$ cat src/rtl/tws_pkg.sv
package tws_pkg;
  localparam int FLD_W    = 8;
  localparam int NUM_REGS = 6;
  localparam int REQ_W    = 3;

  localparam int TAPEN_BIT = 0;
  localparam int CNT_LSB   = 16;
  localparam int SEL_BIT   = 0;
  localparam int RTEN_BIT  = 0;
  localparam int RTERR_BIT = 2;

  typedef enum logic [2:0] {
    REG_TAPCTL = 3'd0,
    REG_TAPSET = 3'd1,
    REG_FIXPOS = 3'd2,
    REG_CLKSEL = 3'd3,
    REG_RTCTL  = 3'd4,
    REG_RTREQ  = 3'd5
  } reg_id_e;

  // unscaled byte offset of each register, index = reg_id_e
  function automatic int reg_ofs(input int k);
    return 2 * k;
  endfunction
endpackage

$ cat src/rtl/tws_regs.sv
module tws_regs
  import tws_pkg::*;
#(
  parameter int ADDR_W     = 8,
  parameter int ADDR_SHIFT = 0,
  parameter int DATA_W     = 32,
  parameter int INIT_TAPS  = 8
) (
  input  logic              clk,
  input  logic              rst_n,
  input  logic              bus_wr,
  input  logic [ADDR_W-1:0] bus_addr,
  input  logic [DATA_W-1:0] bus_wdata,
  output logic [DATA_W-1:0] bus_rdata,
  input  logic              init_pulse,
  input  logic              scan_go,
  input  logic              scan_fin,
  input  logic [FLD_W-1:0]  pick_tap,
  input  logic              err_set,
  input  logic              err_clr,
  output logic [FLD_W-1:0]  tap_cnt,
  output logic [FLD_W-1:0]  fix_pos,
  output logic              rt_en,
  output logic              rt_err
);
  logic [NUM_REGS-1:0] hit;
  logic                tap_en;
  logic [FLD_W-1:0]    tap_set;
  logic                clk_sel;
  logic [REQ_W-1:0]    rt_req;
  logic                unused_wbits;

  assign unused_wbits = ^bus_wdata;

  for (genvar k = 0; k < NUM_REGS; k++) begin : g_dec
    assign hit[k] = (bus_addr == ADDR_W'(reg_ofs(k) << ADDR_SHIFT));
  end

  always_ff @(posedge clk) begin
    if (!rst_n) begin
      tap_en  <= 1'b0;
      tap_cnt <= FLD_W'(INIT_TAPS);
      tap_set <= '0;
      fix_pos <= '0;
      clk_sel <= 1'b0;
      rt_en   <= 1'b0;
      rt_req  <= '0;
    end else begin
      if (bus_wr && hit[REG_TAPCTL]) begin
        tap_en  <= bus_wdata[TAPEN_BIT];
        tap_cnt <= bus_wdata[CNT_LSB +: FLD_W];
      end
      if (bus_wr && hit[REG_TAPSET]) tap_set <= bus_wdata[FLD_W-1:0];
      if (bus_wr && hit[REG_FIXPOS]) fix_pos <= bus_wdata[FLD_W-1:0];
      if (bus_wr && hit[REG_CLKSEL]) clk_sel <= bus_wdata[SEL_BIT];
      if (bus_wr && hit[REG_RTCTL])  rt_en   <= bus_wdata[RTEN_BIT];
      if (bus_wr && hit[REG_RTREQ])  rt_req  <= bus_wdata[REQ_W-1:0];
      // hardware events override a bus write in the same cycle
      if (init_pulse) begin
        tap_en  <= 1'b1;
        tap_cnt <= FLD_W'(INIT_TAPS);
        clk_sel <= 1'b1;
        rt_en   <= 1'b0;
      end
      if (scan_go || err_clr) rt_req <= '0;
      if (scan_fin) begin
        tap_set <= pick_tap;
        rt_en   <= 1'b1;
      end
      if (err_set) rt_req[RTERR_BIT] <= 1'b1;
    end
  end

  assign rt_err = rt_req[RTERR_BIT];

  always_comb begin
    bus_rdata = '0;
    if (hit[REG_TAPCTL]) begin
      bus_rdata[TAPEN_BIT]         = tap_en;
      bus_rdata[CNT_LSB +: FLD_W]  = tap_cnt;
    end
    if (hit[REG_TAPSET]) bus_rdata[FLD_W-1:0] = tap_set;
    if (hit[REG_FIXPOS]) bus_rdata[FLD_W-1:0] = fix_pos;
    if (hit[REG_CLKSEL]) bus_rdata[SEL_BIT]   = clk_sel;
    if (hit[REG_RTCTL])  bus_rdata[RTEN_BIT]  = rt_en;
    if (hit[REG_RTREQ])  bus_rdata[REQ_W-1:0] = rt_req;
  end

  p_rten_after_fin_r9: assert property (@(posedge clk) disable iff (!rst_n)
    scan_fin |=> rt_en);

  p_req_clear_on_go_r9: assert property (@(posedge clk) disable iff (!rst_n)
    (scan_go && !err_set) |=> (rt_req == '0));

  p_init_defaults_r3: assert property (@(posedge clk) disable iff (!rst_n)
    (init_pulse && !scan_fin) |=> (tap_en && clk_sel && !rt_en && tap_cnt == FLD_W'(INIT_TAPS)));

  p_err_clears_r10: assert property (@(posedge clk) disable iff (!rst_n)
    (err_clr && !err_set && !scan_go) |=> !rt_err);
endmodule

$ cat src/rtl/tws_run_scan.sv
module tws_run_scan #(
  parameter  int MAX_TAPS = 16,
  localparam int LEN      = 2 * MAX_TAPS,
  localparam int SEL_W    = $clog2(LEN),
  localparam int IDX_W    = $clog2(LEN + 1),
  localparam int CNT_W    = $clog2(MAX_TAPS + 1)
) (
  input  logic             clk,
  input  logic             rst_n,
  input  logic             go,
  input  logic [LEN-1:0]   vec,
  input  logic [CNT_W-1:0] taps,
  output logic             active,
  output logic             fin,
  output logic [IDX_W-1:0] bst_start,
  output logic [IDX_W-1:0] bst_end,
  output logic [IDX_W-1:0] bst_len,
  output logic [CNT_W-1:0] taps_q
);
  logic [LEN-1:0]   vec_q;
  logic [IDX_W-1:0] len_q, idx, run_len, len_in;
  logic             cur_bit, last, cand_ok, take;
  logic [IDX_W-1:0] cand_len, cand_s, cand_e;

  assign len_in = IDX_W'(taps) << 1;

  always_comb begin
    cur_bit  = vec_q[idx[SEL_W-1:0]];
    last     = (idx == len_q - IDX_W'(1));
    // a run ends on a fail bit, or stays open at the final probe
    cand_ok  = !cur_bit || last;
    cand_len = cur_bit ? run_len + IDX_W'(1) : run_len;
    cand_s   = idx - run_len;
    cand_e   = cur_bit ? idx : idx - IDX_W'(1);
    take     = active && cand_ok && (cand_len > bst_len);
  end

  always_ff @(posedge clk) begin
    if (!rst_n) begin
      vec_q     <= '0;
      len_q     <= '0;
      taps_q    <= '0;
      idx       <= '0;
      run_len   <= '0;
      bst_start <= '0;
      bst_end   <= '0;
      bst_len   <= '0;
      active    <= 1'b0;
      fin       <= 1'b0;
    end else begin
      fin <= 1'b0;
      if (go) begin
        vec_q     <= vec;
        len_q     <= len_in;
        taps_q    <= taps;
        idx       <= '0;
        run_len   <= '0;
        bst_start <= '0;
        bst_end   <= '0;
        bst_len   <= '0;
        active    <= (len_in != '0);
        fin       <= (len_in == '0);
      end else if (active) begin
        if (take) begin
          bst_start <= cand_s;
          bst_end   <= cand_e;
          bst_len   <= cand_len;
        end
        run_len <= cur_bit ? run_len + IDX_W'(1) : '0;
        idx     <= idx + IDX_W'(1);
        if (last) begin
          active <= 1'b0;
          fin    <= 1'b1;
        end
      end
    end
  end

  p_best_bounded_r5: assert property (@(posedge clk) disable iff (!rst_n)
    active |-> (bst_len <= idx));

  p_fin_pulse_r9: assert property (@(posedge clk) disable iff (!rst_n)
    fin |=> !fin);
endmodule

$ cat src/rtl/tws_tap_pick.sv
module tws_tap_pick
  import tws_pkg::*;
#(
  parameter  int MAX_TAPS = 16,
  parameter  int MIN_RUN  = 3,
  localparam int IDX_W    = $clog2(2 * MAX_TAPS + 1),
  localparam int CNT_W    = $clog2(MAX_TAPS + 1)
) (
  input  logic [IDX_W-1:0] bst_start,
  input  logic [IDX_W-1:0] bst_end,
  input  logic [IDX_W-1:0] bst_len,
  input  logic [CNT_W-1:0] taps,
  input  logic [FLD_W-1:0] fix_pos,
  output logic [FLD_W-1:0] tap,
  output logic             fail
);
  logic [IDX_W:0]   sum;
  logic [IDX_W-1:0] mid, n_ext, folded;

  always_comb begin
    sum    = {1'b0, bst_start} + {1'b0, bst_end};
    mid    = sum[IDX_W:1];
    n_ext  = IDX_W'(taps);
    // mid never exceeds the run end (< 2N), one subtraction is a full modulo
    folded = (mid >= n_ext) ? mid - n_ext : mid;
    fail   = (bst_len < IDX_W'(MIN_RUN));
    tap    = fail ? fix_pos : FLD_W'(folded);
  end
endmodule

$ cat src/rtl/tap_window_sel.sv
module tap_window_sel
  import tws_pkg::*;
#(
  parameter int MAX_TAPS   = 16,
  parameter int ADDR_W     = 8,
  parameter int ADDR_SHIFT = 0,
  parameter int MIN_RUN    = 3,
  parameter int INIT_TAPS  = 8,
  parameter int DATA_W     = 32
) (
  input  logic                  clk,
  input  logic                  rst_n,
  input  logic                  reg_wr,
  input  logic [ADDR_W-1:0]     reg_addr,
  input  logic [DATA_W-1:0]     reg_wdata,
  output logic [DATA_W-1:0]     reg_rdata,
  input  logic                  init_req,
  input  logic                  start_valid,
  output logic                  start_ready,
  input  logic [2*MAX_TAPS-1:0] pass_vec,
  output logic                  done,
  output logic                  tune_fail,
  input  logic                  err_sense,
  input  logic                  chk_req,
  output logic                  retune_err
);
  localparam int IDX_W = $clog2(2 * MAX_TAPS + 1);
  localparam int CNT_W = $clog2(MAX_TAPS + 1);

  logic [FLD_W-1:0] tap_cnt, fix_pos, pick_tap;
  logic [CNT_W-1:0] taps_eff, taps_q;
  logic [IDX_W-1:0] bst_start, bst_end, bst_len;
  logic             active, fin, accept, pick_fail, rt_en, rt_err, err_clr;

  assign taps_eff    = (tap_cnt > FLD_W'(MAX_TAPS)) ? CNT_W'(MAX_TAPS) : CNT_W'(tap_cnt);
  assign start_ready = !active && !fin;
  assign accept      = start_valid && start_ready;
  assign err_clr     = chk_req && rt_en && rt_err;

  tws_regs #(
    .ADDR_W(ADDR_W), .ADDR_SHIFT(ADDR_SHIFT), .DATA_W(DATA_W), .INIT_TAPS(INIT_TAPS)
  ) u_regs (
    .clk(clk), .rst_n(rst_n),
    .bus_wr(reg_wr), .bus_addr(reg_addr), .bus_wdata(reg_wdata), .bus_rdata(reg_rdata),
    .init_pulse(init_req), .scan_go(accept), .scan_fin(fin), .pick_tap(pick_tap),
    .err_set(err_sense), .err_clr(err_clr),
    .tap_cnt(tap_cnt), .fix_pos(fix_pos), .rt_en(rt_en), .rt_err(rt_err)
  );

  tws_run_scan #(.MAX_TAPS(MAX_TAPS)) u_scan (
    .clk(clk), .rst_n(rst_n), .go(accept), .vec(pass_vec), .taps(taps_eff),
    .active(active), .fin(fin),
    .bst_start(bst_start), .bst_end(bst_end), .bst_len(bst_len), .taps_q(taps_q)
  );

  tws_tap_pick #(.MAX_TAPS(MAX_TAPS), .MIN_RUN(MIN_RUN)) u_pick (
    .bst_start(bst_start), .bst_end(bst_end), .bst_len(bst_len),
    .taps(taps_q), .fix_pos(fix_pos), .tap(pick_tap), .fail(pick_fail)
  );

  always_ff @(posedge clk) begin
    if (!rst_n) begin
      done       <= 1'b0;
      tune_fail  <= 1'b0;
      retune_err <= 1'b0;
    end else begin
      done       <= fin;
      retune_err <= err_clr;
      if (accept)   tune_fail <= 1'b0;
      else if (fin) tune_fail <= pick_fail;
    end
  end

  p_done_pulse_r9: assert property (@(posedge clk) disable iff (!rst_n)
    done |=> !done);

  p_tap_in_ring_r7: assert property (@(posedge clk) disable iff (!rst_n)
    (fin && !pick_fail) |-> (int'(pick_tap) < int'(taps_q)));

  p_err_gated_r10: assert property (@(posedge clk) disable iff (!rst_n)
    (chk_req && !(rt_en && rt_err)) |=> !retune_err);

  p_busy_not_ready_r4: assert property (@(posedge clk) disable iff (!rst_n)
    accept |=> (!start_ready || done));
endmodule

$ cat config.mk
export PLATFORM = sky130hd
export DESIGN_NAME = tap_window_sel
export DESIGN_NICKNAME = d
export VERILOG_FILES = /design/src/rtl/tws_pkg.sv /design/src/rtl/tws_regs.sv /design/src/rtl/tws_run_scan.sv /design/src/rtl/tws_tap_pick.sv /design/src/rtl/tap_window_sel.sv
export SDC_FILE = /design/constraint.sdc
export NUM_CORES = 1
export LEC_CHECK = 0
export BUFFER_PORTS_ARGS = -buffer_cell sky130_fd_sc_hd__buf_4
export CORE_MARGIN = 2
export CORE_UTILIZATION = 51
export DETAILED_ROUTE_END_ITERATION = 16
export PLACE_DENSITY_LB_ADDON = 0.25
export RECOVER_POWER = 100
export SLEW_MARGIN = 10
export SYNTH_ARGS = -nofsm -noshare
export SYNTH_HDL_FRONTEND = slang
export SYNTH_SLANG_ARGS = --single-unit
$ cat constraint.sdc
create_clock -name clk -period 3.4 [get_ports clk]
set_input_delay 0.17 -clock clk [delete_from_list [all_inputs] [get_ports clk]]
set_output_delay 0.17 -clock clk [all_outputs]
set_load 0.05 [all_outputs]
# Word level (Yosys, flattened, before mapping)
# Index checks and enable logic that the tools add are counted.
dict set report totals {
  ff_bits 102
  output_inout_bits 36
}
dict set report op_classes {
  addsub 7
  n_lt_le_gt_ge 5
  eq_ne 6
  mux 33
  n_bitwise 1
  reduce_logical 29
}
# op count
set ops {}
lappend ops {{2-to-1 mux 8 bit} 6}
lappend ops {{2-to-1 mux 6 bit} 4}
lappend ops {{2-to-1 mux 1 bit} 18}
lappend ops {{equality test 8 x 3 -> 1 bit (second input constant)} 2}
lappend ops {{equality test 8 x 4 -> 1 bit (second input constant)} 2}
lappend ops {{adder 6 x 1 -> 6 bit (second input constant)} 2}
lappend ops {{logical AND 1 bit} 12}
lappend ops {{subtractor 6 x 1 -> 6 bit (second input constant)} 2}
lappend ops {{2-to-1 mux 3 bit} 3}
lappend ops {{equality test 8 x 2 -> 1 bit (second input constant)} 1}
lappend ops {{greater-than comparator 8 x 5 -> 1 bit (second input constant)} 1}
lappend ops {{zero test 8 bit} 1}
lappend ops {{adder 6 x 6 -> 7 bit} 1}
lappend ops {{equality test 6 bit} 1}
lappend ops {{greater-or-equal comparator 6 x 5 -> 1 bit} 1}
lappend ops {{greater-than comparator 6 bit} 1}
lappend ops {{zero test 6 bit} 1}
lappend ops {{< comparator 5 x 6 -> 1 bit (second input constant)} 1}
lappend ops {{< comparator 6 x 2 -> 1 bit (second input constant)} 1}
lappend ops {{nonzero test 2 bit} 3}
lappend ops {{nonzero test 3 bit} 2}
lappend ops {{nonzero test 6 bit} 1}
lappend ops {{OR reduction 2 bit} 3}
lappend ops {{subtractor 6 x 5 -> 6 bit} 1}
lappend ops {{other kinds (7)} 10}

# Logic depth before layout (Yosys ltp)
# Gate-level depths: netlist of the first run.
dict set report depth {
  depth_word 7
  ltp_mapped 17
  depth_no_buf 14
}

# Hierarchy
# From an unflattened synthesis of the first run, not the netlist that was laid out.
dict set report unflattened {
  cells_unflattened 716
  area_unflattened_um2 6438.7
}
# module instances cells_each area_per_inst_um2 seq_area_each_um2
set modules_own_cells {}
lappend modules_own_cells {tws_run_scan 1 427 3968.8 1381.3}
lappend modules_own_cells {tws_regs 1 190 1675.4 600.6}
lappend modules_own_cells {tws_tap_pick 1 81 639.4 0.0}
lappend modules_own_cells {tap_window_sel 1 18 155.1 60.1}

# Worst setup path after synthesis of the first run
# Ideal clock, no wire load.
dict set report synth_path {
  path_kind {register -> register}
  from {register u_scan.idx[1]}
  to {register u_scan.bst_start[5]}
  setup_time_ps 121
  arrival_ps 3430
  required_time_ps 3279
  setup_slack_ps -151
  stages_incl_launch_ff 16
  n_path_buf 1
  synth_period_minus_slack_ps 3551
  cell_sequence {dfxtp_1 > buf_6 > mux4_2 > or2_1 > a31o_2 > nor2_2 > inv_2 > nand2_1 > xnor2_1 > ha_1 > a21o_1 > a21o_1 > o211ai_1 > nor3_4 > nor2_1 > mux2_2}
}
# element line_no
set synth_lines {}
lappend synth_lines {{start: declaration} tws_run_scan.sv:21} ;# logic [IDX_W-1:0] len_q, idx, run_len, len_in;
lappend synth_lines {{start signal: assignment} tws_run_scan.sv:70} ;# idx <= idx + IDX_W'(1);
lappend synth_lines {{binary-select mux 1 bit (select 5 bit)} tws_run_scan.sv:28} ;# cur_bit = vec_q[idx[SEL_W-1:0]];
lappend synth_lines {{2-to-1 mux 1 bit (implied by the code)} tws_run_scan.sv:28}
lappend synth_lines {{2-to-1 mux 6 bit} tws_run_scan.sv:32} ;# cand_len = cur_bit ? run_len + IDX_W'(1) : run_len;
lappend synth_lines {{via u_scan.cand_len[4]} tws_run_scan.sv:23} ;# logic [IDX_W-1:0] cand_len, cand_s, cand_e;
lappend synth_lines {{greater-than comparator 6 bit} tws_run_scan.sv:35} ;# take = active && cand_ok && (cand_len > bst_len);
lappend synth_lines {{logical AND 1 bit} tws_run_scan.sv:35}
lappend synth_lines {{AND reduction 2 bit (no line)} --}
lappend synth_lines {{end signal: assignment} tws_run_scan.sv:65} ;# bst_start <= cand_s;
lappend synth_lines {{end: declaration} tws_run_scan.sv:15} ;# output logic [IDX_W-1:0] bst_start,
# The timed path passes the listed nets, and every way through them passes these cells. The select of a mux whose other input is x is not followed.
# A chain may end at the register's enable or synchronous reset.

# Worst setup path in the final report of the first run
# Ends and elaborated chain as after synthesis.

==> metrics.csv, run 1 <==
metric;value;unit
clock buffer depth;2;
Power Dens Cells;364;nW/um^2
Root Buffer;clkbuf_16;
Slowest-stage cell, CP;mux4_2;
total track usage;0.248;
NetSw;793;uW
vias;5620;
Initial Util;0.517;
routed length on met3;613;um
wire per inst;16.2;um
initial antenna violation count;0;
setup TNS;-1410;ps
CP arrival;3780;ps
Distinct cells, synth;73;
Mapped Area;6160;sq um
Register-to-Register Setup Slack;-140;ps
failing checks;max-capacitance violations, max-slew violations, negative setup slack;
pin count of the biggest net entering global routing;66;
Die Footprint;13000;sq um
CP endpoint;u_scan.bst_start[5];
Post-Place Setup Slack;-226;ps
max layer used;met4;
R2R depth;14;
RSZ-0062 raised after global routing;true;
MaxCap Viol Count;3;
detailed placement HPWL;11700;um
Layout Skew;8.08;ps
fmax;282;MHz
Clk pwr share;0.347;
first-pass GRT wire length;25900;um
Pleak;2.98;nW
main combinational cell family by area after synthesis;simple AND/OR/NAND/NOR gates;
Yosys reg bits;102;
Routed WL;15900;um
layout filler cell count;987;
setup ws final;-144;ps
final hold violation count;0;
Post-Synth Adder-Cell Area;0.0626;
# IOs;115;
metal2 WL;7880;um
FF-to-FF Start;u_scan.idx[1];
Synth Area in Compound Gates;0.203;
commonest non-fill, non-tap cells in the layout;nand2_1, buf_4, dfxtp_1;
port bufs;82;
WL met1;7160;um
sequential fraction of the synthesis area;0.332;
Most used DFF post-synth;dfxtp_1;
Sw Ratio;0.287;
Max-slew headroom;-0.187;
total CTS buffers;9;
crit path max fanout;13;
Remaining DRCs;0;
Slew @ Worst Pin;1780;ps
Peak VDD IR;325;uV
outcome;finished, violations left;
Seq pwr share;0.459;
CORE AREA;11900;sq um
Slew Limit Fails;86;
ratio of cells with drive above 1 in the final layout;0.233;
crit start category;register;
Iter 0 DRT Violations;321;
diode count;0;
H-Tree Depth;3;
CP required;3640;ps
fin crit share;1.04;
WS Path Type;register to register;
CP peak stage delay;560;ps
synth warn;0;
Clk pin slew, worst setup/hold paths;70;ps
most common cell after layout, fill and taps aside;nand2_1;
Syn Inst Count;728;
Die Ht;114;um
HP Class;input port to register;
gpl congestion;0.890;
Post-Layout Cell Count;980;
Hold WS;22.5;ps
CTS tree;done;
critical path capture point type;register;
antenna-violating nets left;0;
Post-synth EDFFs;0;
ys async rst share;0;
Gate power share;0.194;
Internal Power;1.96;mW
CTS sink cnt;102;
post-synthesis xor/xnor area fraction;0.0384;
grt total ovfl;0;
Core Rows;40;
placed cells;954;
Worst R2R End;u_scan.bst_start[5];
Setup violations, final;17;
Synth Area per Inst;8.46;sq um
via/cell ratio;5.73;
Worst Setup SP;u_scan.idx[1];
Area growth syn-to-layout;22.9;%
Initial DRT Pass Iterations;5;
Power, Total;2.76;mW
CTS hold repair buffers;0;
Final min period;3540;ps
Die W;114;um
vias in the first global route;5274;
layout net count;936;
simple-gate share of the synthesized area;0.217;
cell chain of the critical path;mux4_2 -> a32oi_4 -> o221ai_4 -> buf_4 -> o21ai_4 -> xnor2_1 -> ha_1 -> and3_4 -> a21boi_4 -> o211ai_1 -> nor3_4 -> buf_12 -> nor2_4 -> mux2_4;
Clock Latency Late Sink;350;ps
mux contribution to synthesized area;0.0806;
-- synthesized netlist by cell type, drive strengths merged (19+ instances only) --
cell type | n | area (sq um)
nand2 | 118 | 448
dfxtp | 102 | 2040
a21boi | 41 | 308
a21oi | 32 | 160
clkbuf | 31 | 116
inv | 28 | 105
buf | 27 | 179
nand3 | 27 | 135
ha | 26 | 325
nor2 | 24 | 92.6
nor3 | 24 | 136
and2 | 19 | 121
xnor2 | 19 | 166
-- registers in the layout, summed over array words and instances (netlist names) --
signal / count
u_scan.bst_end: 6
u_scan.bst_len: 6
u_scan.taps_q: 5
u_regs.fix_pos: 8
u_scan.active: 1
u_regs.tap_set: 8
u_regs.tap_cnt: 8
u_scan.idx: 6
done: 1
u_scan.bst_start: 6
u_regs.tap_en: 1
u_regs.rt_req: 3
retune_err: 1
u_scan.run_len: 6
u_regs.rt_en: 1
u_regs.clk_sel: 1
u_scan.vec_q: 32
u_scan.fin: 1
tune_fail: 1
-- how the worst min path moves through the flow --
stage | start | endpoint | cells after the start
global route | err_sense | u_regs.rt_req[2] | 2
floorplan | init_req | u_regs.clk_sel | 1
CTS | err_sense | u_regs.rt_req[2] | 2
global placement | err_sense | u_regs.rt_req[2] | 2
finish | err_sense | u_regs.rt_req[2] | 2
detailed placement | err_sense | u_regs.rt_req[2] | 2
-- area by class of cell --
| type | count | area [sq um] | share of cell area |
|---|---|---|---|
| Multi-Input combinational cell | 555 | 4010 | 0.530 |
| Tap cell | 147 | 184 | 0.0243 |
| Inverter | 30 | 115 | 0.0152 |
| Clock buffer | 10 | 229 | 0.0302 |
| Clock inverter | 6 | 38.8 | 0.00512 |
| Sequential cell | 102 | 2050 | 0.270 |
| Timing Repair Buffer | 130 | 948 | 0.125 |
-- power groups by stage --
| stage | registers, mW | clock network [mW] | logic (mW) |
|---|---|---|---|
| 2_1_floorplan | 1.28 | 0 | 0.342 |
| 3_3_place_gp | 1.29 | 0 | 0.470 |
| 3_5_place_dp | 1.29 | 0 | 0.484 |
| 4_1_cts | 1.26 | 0.967 | 0.500 |
| 5_1_grt | 1.27 | 1.02 | 0.581 |
| 6_report | 1.26 | 0.958 | 0.535 |
-- worst max-delay path: cells and delay by family (launching register included) --
family	cells	cell delay [ps]
and+or+nand+nor	3	360
xor gates and xnor gates	1	150
AOI/OAI and AO/OA	5	1050
muxes	2	860
adders and majority gates	1	280
DFF	1	410
buffers and inverters	2	340
-- stage by stage --
step / area, sq um / util
final: 7570 / 0.636
after global routing: 7570 / 0.636
after CTS: 7470 / 0.627
after detailed placement: 7100 / 0.596
after global placement: 7100 / 0.596
after floorplan: 6290 / -
-- per-layer routing --
metal,vias to the layer above,GRT usage
met2,163,0.425
met1,2667,0.328
met3,17,0.0292
li1,2773,-
met4,0,0.0780
met5,-,0
-- what timing repair did --
item | CTS | global route
setup buffers | 5 | 5
gates cloned | 1 | 1
pin swaps | 11 | 10
resized for setup | 15 | 21
setup endpoints to repair | 18 | 18
-- cell families (layout without fill, tap and decap cells) --
logic type                 count (synthesis)  in the layout
other                                      1             16
DFF                                      102            102
adders and majority gates                 29             29
AOI/OAI and AO/OA                        174            174
xor gates and xnor gates                  27             27
and+or+nand+nor                          270            272
muxes                                     37             37
buffers and inverters                     88            176
Power figures use the tool's default switching activity.
==> inputs of run 2 (changes only) <==
- ABC_AREA: unset -> 1
- CORE_UTILIZATION: 51 -> 50
==> run 2 against run 1 <==
  * The flow now finishes without violations
  * Via count is 5.2% lower
  * Sequential share of layout area is 3.6 points higher
  * Final area is 12% lower
  * Clock skew is 1.3 ps higher
  * Non-clock buffer count is 36 lower
  * Worst hold slack worse by 7.9 ps
  * Clock power is 14% higher
  * Total power is 15% higher
  * Worst setup slack better by 550 ps
  * Global-route usage is 3.1 points lower
  * Critical path type unchanged
==> metrics.csv, run 2 <==
metric;value;unit
outcome;completed;
Yosys reg bits;102;
WS Path Type;register to register;
Routed WL;12900;um
setup TNS;0;ps
wire per inst;12.2;um
pin count of the biggest net entering global routing;47;
Final min period;2990;ps
Most Crowded Layer GR;met2;
H-Tree Depth;3;
detailed placement HPWL;9590;um
vias;5328;
Gate power share;0.250;
Clk pwr share;0.343;
most numerous cell in the Yosys netlist;nand2_1;
Mapped Area;5800;sq um
Slew Limit Fails;0;
final hold violation count;0;
layout net count;1016;
ratio of cells with drive above 1 in the final layout;0.127;
max reg flops;32;
sequential fraction of the synthesis area;0.352;
Die Footprint;12500;sq um
Power Dens Cells;476;nW/um^2
Root Buffer;clkbuf_16;
met3 usage;0.0555;
Die W;112;um
Power, Total;3.18;mW
area leader, netlist;dfxtp_1;
CORE AREA;11400;sq um
Clk pin slew, worst setup/hold paths;70;ps
met1 usage;0.283;
via/cell ratio;5.05;
Seq pwr share;0.408;
fin crit share;0.880;
antenna-violating nets left;0;
Layout Skew;9.41;ps
# IOs;115;
top area cells in the synthesized netlist;dfxtp_1, nand2_1, inv_1;
top-area cell type share of the netlist area;0.352;
port bufs;82;
critical path capture point type;register;
MaxCap Viol Count;0;
most common cell after layout, fill and taps aside;nand2_1;
Top reg by flops;u_scan.vec_q;
clock buffer depth;2;
fmax;334;MHz
commonest non-fill, non-tap cells in the layout;nand2_1, inv_1, dfxtp_1;
initial antenna violation count;0;
synth warn;0;
RSZ-0062 raised after global routing;false;
Max-slew headroom;0.320;
crit start category;register;
Core Rows;39;
Initial DRT Pass Iterations;4;
ys async rst share;0;
first-pass GRT wire length;22400;um
total CTS buffers;9;
Post-synth EDFFs;0;
Clock Latency Late Sink;350;ps
Distinct cells, synth;45;
NetSw;973;uW
Sw Ratio;0.306;
Post-CTS Setup Inserts;0;
GR Util met2;0.358;
Setup violations, final;0;
Pleak;3.10;nW
Die Ht;112;um
CTS tree;done;
Syn Inst Count;831;
CTS sink cnt;102;
Iter 0 DRT Violations;354;
diode count;0;
Area growth syn-to-layout;15.2;%
HP Class;input port to register;
Internal Power;2.20;mW
Initial Util;0.510;
gpl congestion;0.864;
Slew @ Worst Pin;1020;ps
Remaining DRCs;0;
CP arrival;3230;ps
CP required;3640;ps
total track usage;0.216;
grt total ovfl;0;
Post-synth top cells;nand2_1, inv_1, dfxtp_1;
vias in the first global route;4964;
Synth Area per Inst;6.98;sq um
Most used DFF post-synth;dfxtp_1;
Peak VDD IR;355;uV
crit path max fanout;16;
run 2: cell count changes after synthesis, sizes merged, moves of 12 or more:
cell | before | now
nand3 | 27 | 52
nand2 | 118 | 186
a21boi | 41 | 1
inv | 28 | 120
nor2 | 24 | 93
a21oi | 32 | 45
clkbuf | 31 | 13
mux2i | 17 | 0
o21ai | 17 | 82
xor2 | 8 | 20
and2 | 19 | 0
run 2: cells by family (layout without fill, tap and decap cells):
logic type      after synthesis  count (layout)  synth area share
compound gates              160             160             0.155
xor+xnor                     28              28            0.0423
fa+ha+maj                    29              29            0.0665
buf+inv                     164             231             0.129
flops                       102             102             0.352
other cells                   1              16          0.000647
simple gates                347             347             0.254
run 2: what timing repair did:
action | in CTS | in global routing
setup endpoints to repair | 0 | 18
resized for setup | 0 | 6
hold endpoints to repair | 0 | 0
hold buffers | 0 | 0
run 2: through the flow:
| stage | hold slack [ps] | util | cell area, sq um | std cells | setup slack (ps) |
|---|---|---|---|---|---|
| after CTS | 9.02 | 0.595 | 6770 | 1056 | 321 |
| after global routing | 18.7 | 0.587 | 6680 | 1056 | 7.85 |
| after detailed placement | 374 | 0.568 | 6460 | 1040 | 344 |
| after floorplan | 273 | - | 5850 | 846 | 594 |
| final | 14.6 | 0.587 | 6680 | 1056 | 408 |
| after global placement | 371 | 0.568 | 6460 | 1040 | 373 |
run 2: final timing paths:
| kind | start | endpoint | slack, ps | depth (start not counted) |
|---|---|---|---|---|
| worst max-delay path | u_scan.idx[1] | u_scan.bst_len[1] | 410 | 23 |
| worst min-delay path | pass_vec[14] | u_scan.vec_q[14] | 10 | 3 |
| worst max register to register | u_scan.idx[1] | u_scan.bst_len[1] | 410 | 23 |
| worst min register to register | u_regs.rt_req[0] | u_regs.rt_req[0] | 460 | 2 |
run 2: cell type report:
| class | count | area [sq um] |
|---|---|---|
| multi-input combinational | 580 | 3060 |
| fill | 1152 | 4690 |
| inverter | 121 | 462 |
| timing repair buffer | 94 | 624 |
| clock buffer | 11 | 233 |
| clock inverter | 5 | 81.3 |
| sequential | 102 | 2040 |
| tap | 143 | 179 |
run 2: worst max-delay path: stages (launching register included):
cell and delay (ps):
dfxtp_1 450, buf_4 230, nand3_1 90, nand2_1 70, nand2_1 50, nand2_1 60
nand2_1 50, nand2_2 100, inv_4 60, nand2_4 170, nand2_1 80, nand2_1 100
inv_1 50, ha_1 280, nand2_1 70, nor2_1 120, o21ai_0 100, o211ai_1 80
nand3_1 150, a21oi_4 160, buf_6 180, nand2_1 60, nand2_1 70, nor2_2 40
run 2: routing by layer:
metal  vias up  part of all wire  wire length (um)
li1       2786                 -                 -
met1      2423              0.48              6150
met2       104              0.46              5940
met3        15             0.049               628
met4         0             0.014               177
met5         -                 0                 0
run 2: power groups by stage:
| stage | clock network (mW) | logic [mW] | registers (mW) |
|---|---|---|---|
| floorplan | 0 | 0.634 | 1.31 |
| CTS | 1.12 | 0.795 | 1.29 |
| finish | 1.09 | 0.794 | 1.29 |
| global route | 1.16 | 0.911 | 1.30 |
| detailed placement | 0 | 0.788 | 1.32 |
| global placement | 0 | 0.777 | 1.32 |
==> inputs of run 3 (changes only) <==
- clock period: 3.4 -> 2.7 ns (I/O delays scaled with it)
==> run 3 against run 2 <==
  * The flow now finishes with violations (negative hold slack, negative setup slack)
  * Combinational power up 74%
  * Worst setup slack got worse by 470 ps
  * Via count up 7.0%
  * Register-to-register slack worse by 470 ps
  * Total power increased by 32%
  * Core utilization up 7.9 points
  * Worst hold slack got worse by 15 ps
  * Clock skew is 0.97 ps higher
  * Non-clock buffer count grew 62
  * Sequential share of layout area shrank 3.6 points
  * Die area unchanged
  * Largest cell class unchanged
  * Largest power group unchanged
==> metrics.csv, run 3 (synthesis gave the netlist of run 2 again) <==
metric;value;unit
ratio of cells with drive above 1 in the final layout;0.226;
CP required;2950;ps
Power, Total;4.20;mW
Placed Area;6610;sq um
Initial DRT Pass Iterations;6;
RSZ-0062 raised after global routing;true;
vias in the first global route;5107;
Worst Setup SP;u_scan.idx[0];
Gate power share;0.328;
Final min period;2770;ps
max reg flops;32;
Worst R2R End;u_scan.bst_len[1];
Post-Place Setup Slack;-92.3;ps
diode count;0;
crit start category;register;
Routed WL;14900;um
hold endpoint;u_regs.tap_cnt[3];
critical path capture point type;register;
pin count of the biggest net entering global routing;47;
HP Class;input port to register;
CTS tree;done;
worst hold path depth;3;
CORE AREA;11400;sq um
CP arrival;3010;ps
antenna-violating nets left;0;
Clock Latency Late Sink;350;ps
crit path max fanout;6;
Pleak;3.51;nW
Sw Ratio;0.332;
grt total ovfl;0;
Clk pin slew, worst setup/hold paths;70;ps
Core Rows;39;
Die Footprint;12500;sq um
detailed placement HPWL;9810;um
Max-slew headroom;0.578;
Initial Util;0.510;
Area growth syn-to-layout;30.8;%
initial antenna violation count;0;
Register-to-Register Setup Slack;-70;ps
Internal Power;2.81;mW
wire per inst;13.3;um
Slew @ Worst Pin;636;ps
WS Path Type;register to register;
gpl congestion;0.862;
Remaining DRCs;0;
first-pass GRT wire length;23300;um
Root Buffer;clkbuf_16;
total track usage;0.226;
Hold WS;-0.388;ps
commonest non-fill, non-tap cells in the layout;nand2_1, inv_1, buf_4;
H-Tree Depth;3;
NetSw;1.39;mW
R2R depth;22;
Layout Skew;10.4;ps
port bufs;82;
Peak VDD IR;522;uV
design area;7580;sq um
Slew Limit Fails;0;
FF-to-FF Start;u_scan.idx[0];
fin crit share;1.02;
setup ws final;-65.2;ps
Iter 0 DRT Violations;417;
most common cell after layout, fill and taps aside;nand2_1;
Top reg by flops;u_scan.vec_q;
Min-Delay Startpoint;reg_wdata[19];
# IOs;115;
via/cell ratio;5.09;
Seq pwr share;0.389;
total CTS buffers;9;
CTS sink cnt;102;
failing checks;negative hold slack, negative setup slack;
MaxCap Viol Count;0;
fmax;362;MHz
clock buffer depth;2;
Layout Utilization;0.667;
outcome;finished, violations left;
Clk pwr share;0.282;
Die Ht;112;um
Setup violations, final;8;
Die W;112;um
final hold violation count;1;
Power Dens Cells;554;nW/um^2
vias;5703;
layout net count;1081;
[run 3: layout make-up]
type                    instances  area, sq um
clock buffers                  11          233
inverters                     121          467
fillers                       966         3790
flip-flops and latches        102         2050
multi-input cells             583         3340
well taps                     143          179
repair buffers                156         1290
clock inverters                 4         23.8
[run 3: worst max path at each step]
stage	to	cells past startpoint
3_5_place_dp	u_scan.bst_start[5]	22
5_1_grt	u_scan.bst_len[1]	21
6_report	u_scan.bst_len[1]	22
2_1_floorplan	u_scan.bst_start[1]	26
4_1_cts	u_scan.bst_start[0]	24
3_3_place_gp	u_scan.bst_start[3]	22
[run 3: routing by layer]
layer,global-route usage,vias up,part of all wire
li1,-,2921,-
met1,0.284,2622,0.45
met2,0.380,143,0.49
met3,0.0572,17,0.050
met4,0.0741,0,0.014
met5,0,-,0
[run 3: repair_timing]
item,in CTS,in global routing
pin swaps,2,13
resized for setup,14,64
setup endpoints to repair,23,24
cloned,1,4
buffers inserted,0,11
hold buffers,30,0
endpoints found under the hold margin,30,0
[run 3: stage by stage]
step / instances / setup TNS (ps) / hold slack, ps
after floorplan: 846 / -413 / 238
after global placement: 1059 / -659 / 337
after detailed placement: 1059 / -1270 / 342
after CTS: 1105 / 0 / 0.466
after global routing: 1120 / -4160 / 1.36
final: 1120 / -272 / -0.388
[run 3: worst max-delay path, cell delays in order, from the launching register on]
cell       delay (ps)
dfxtp_4           410
buf_6             140
nand2_1            50
nand3_1            70
nand3_1           100
nand3_2           100
nand2_2            60
nand2_4           130
buf_6             130
nand3_2            60
nand2_2           100
inv_2              50
ha_4              250
nand2_2            50
nor2_2             90
o21ai_1            70
o211ai_1          100
nand3_2           130
a21oi_4           230
clkbuf_16         210
nand2_4            40
nand2_2            50
nor2_2             30
[run 3: power groups by stage]
stage / registers, mW / clock network [mW] / logic (mW)
after CTS: 1.63 / 1.20 / 1.14
after detailed placement: 1.66 / 0 / 1.07
after global routing: 1.64 / 1.28 / 1.52
after global placement: 1.66 / 0 / 1.06
final: 1.63 / 1.19 / 1.38
after floorplan: 1.65 / 0 / 0.801
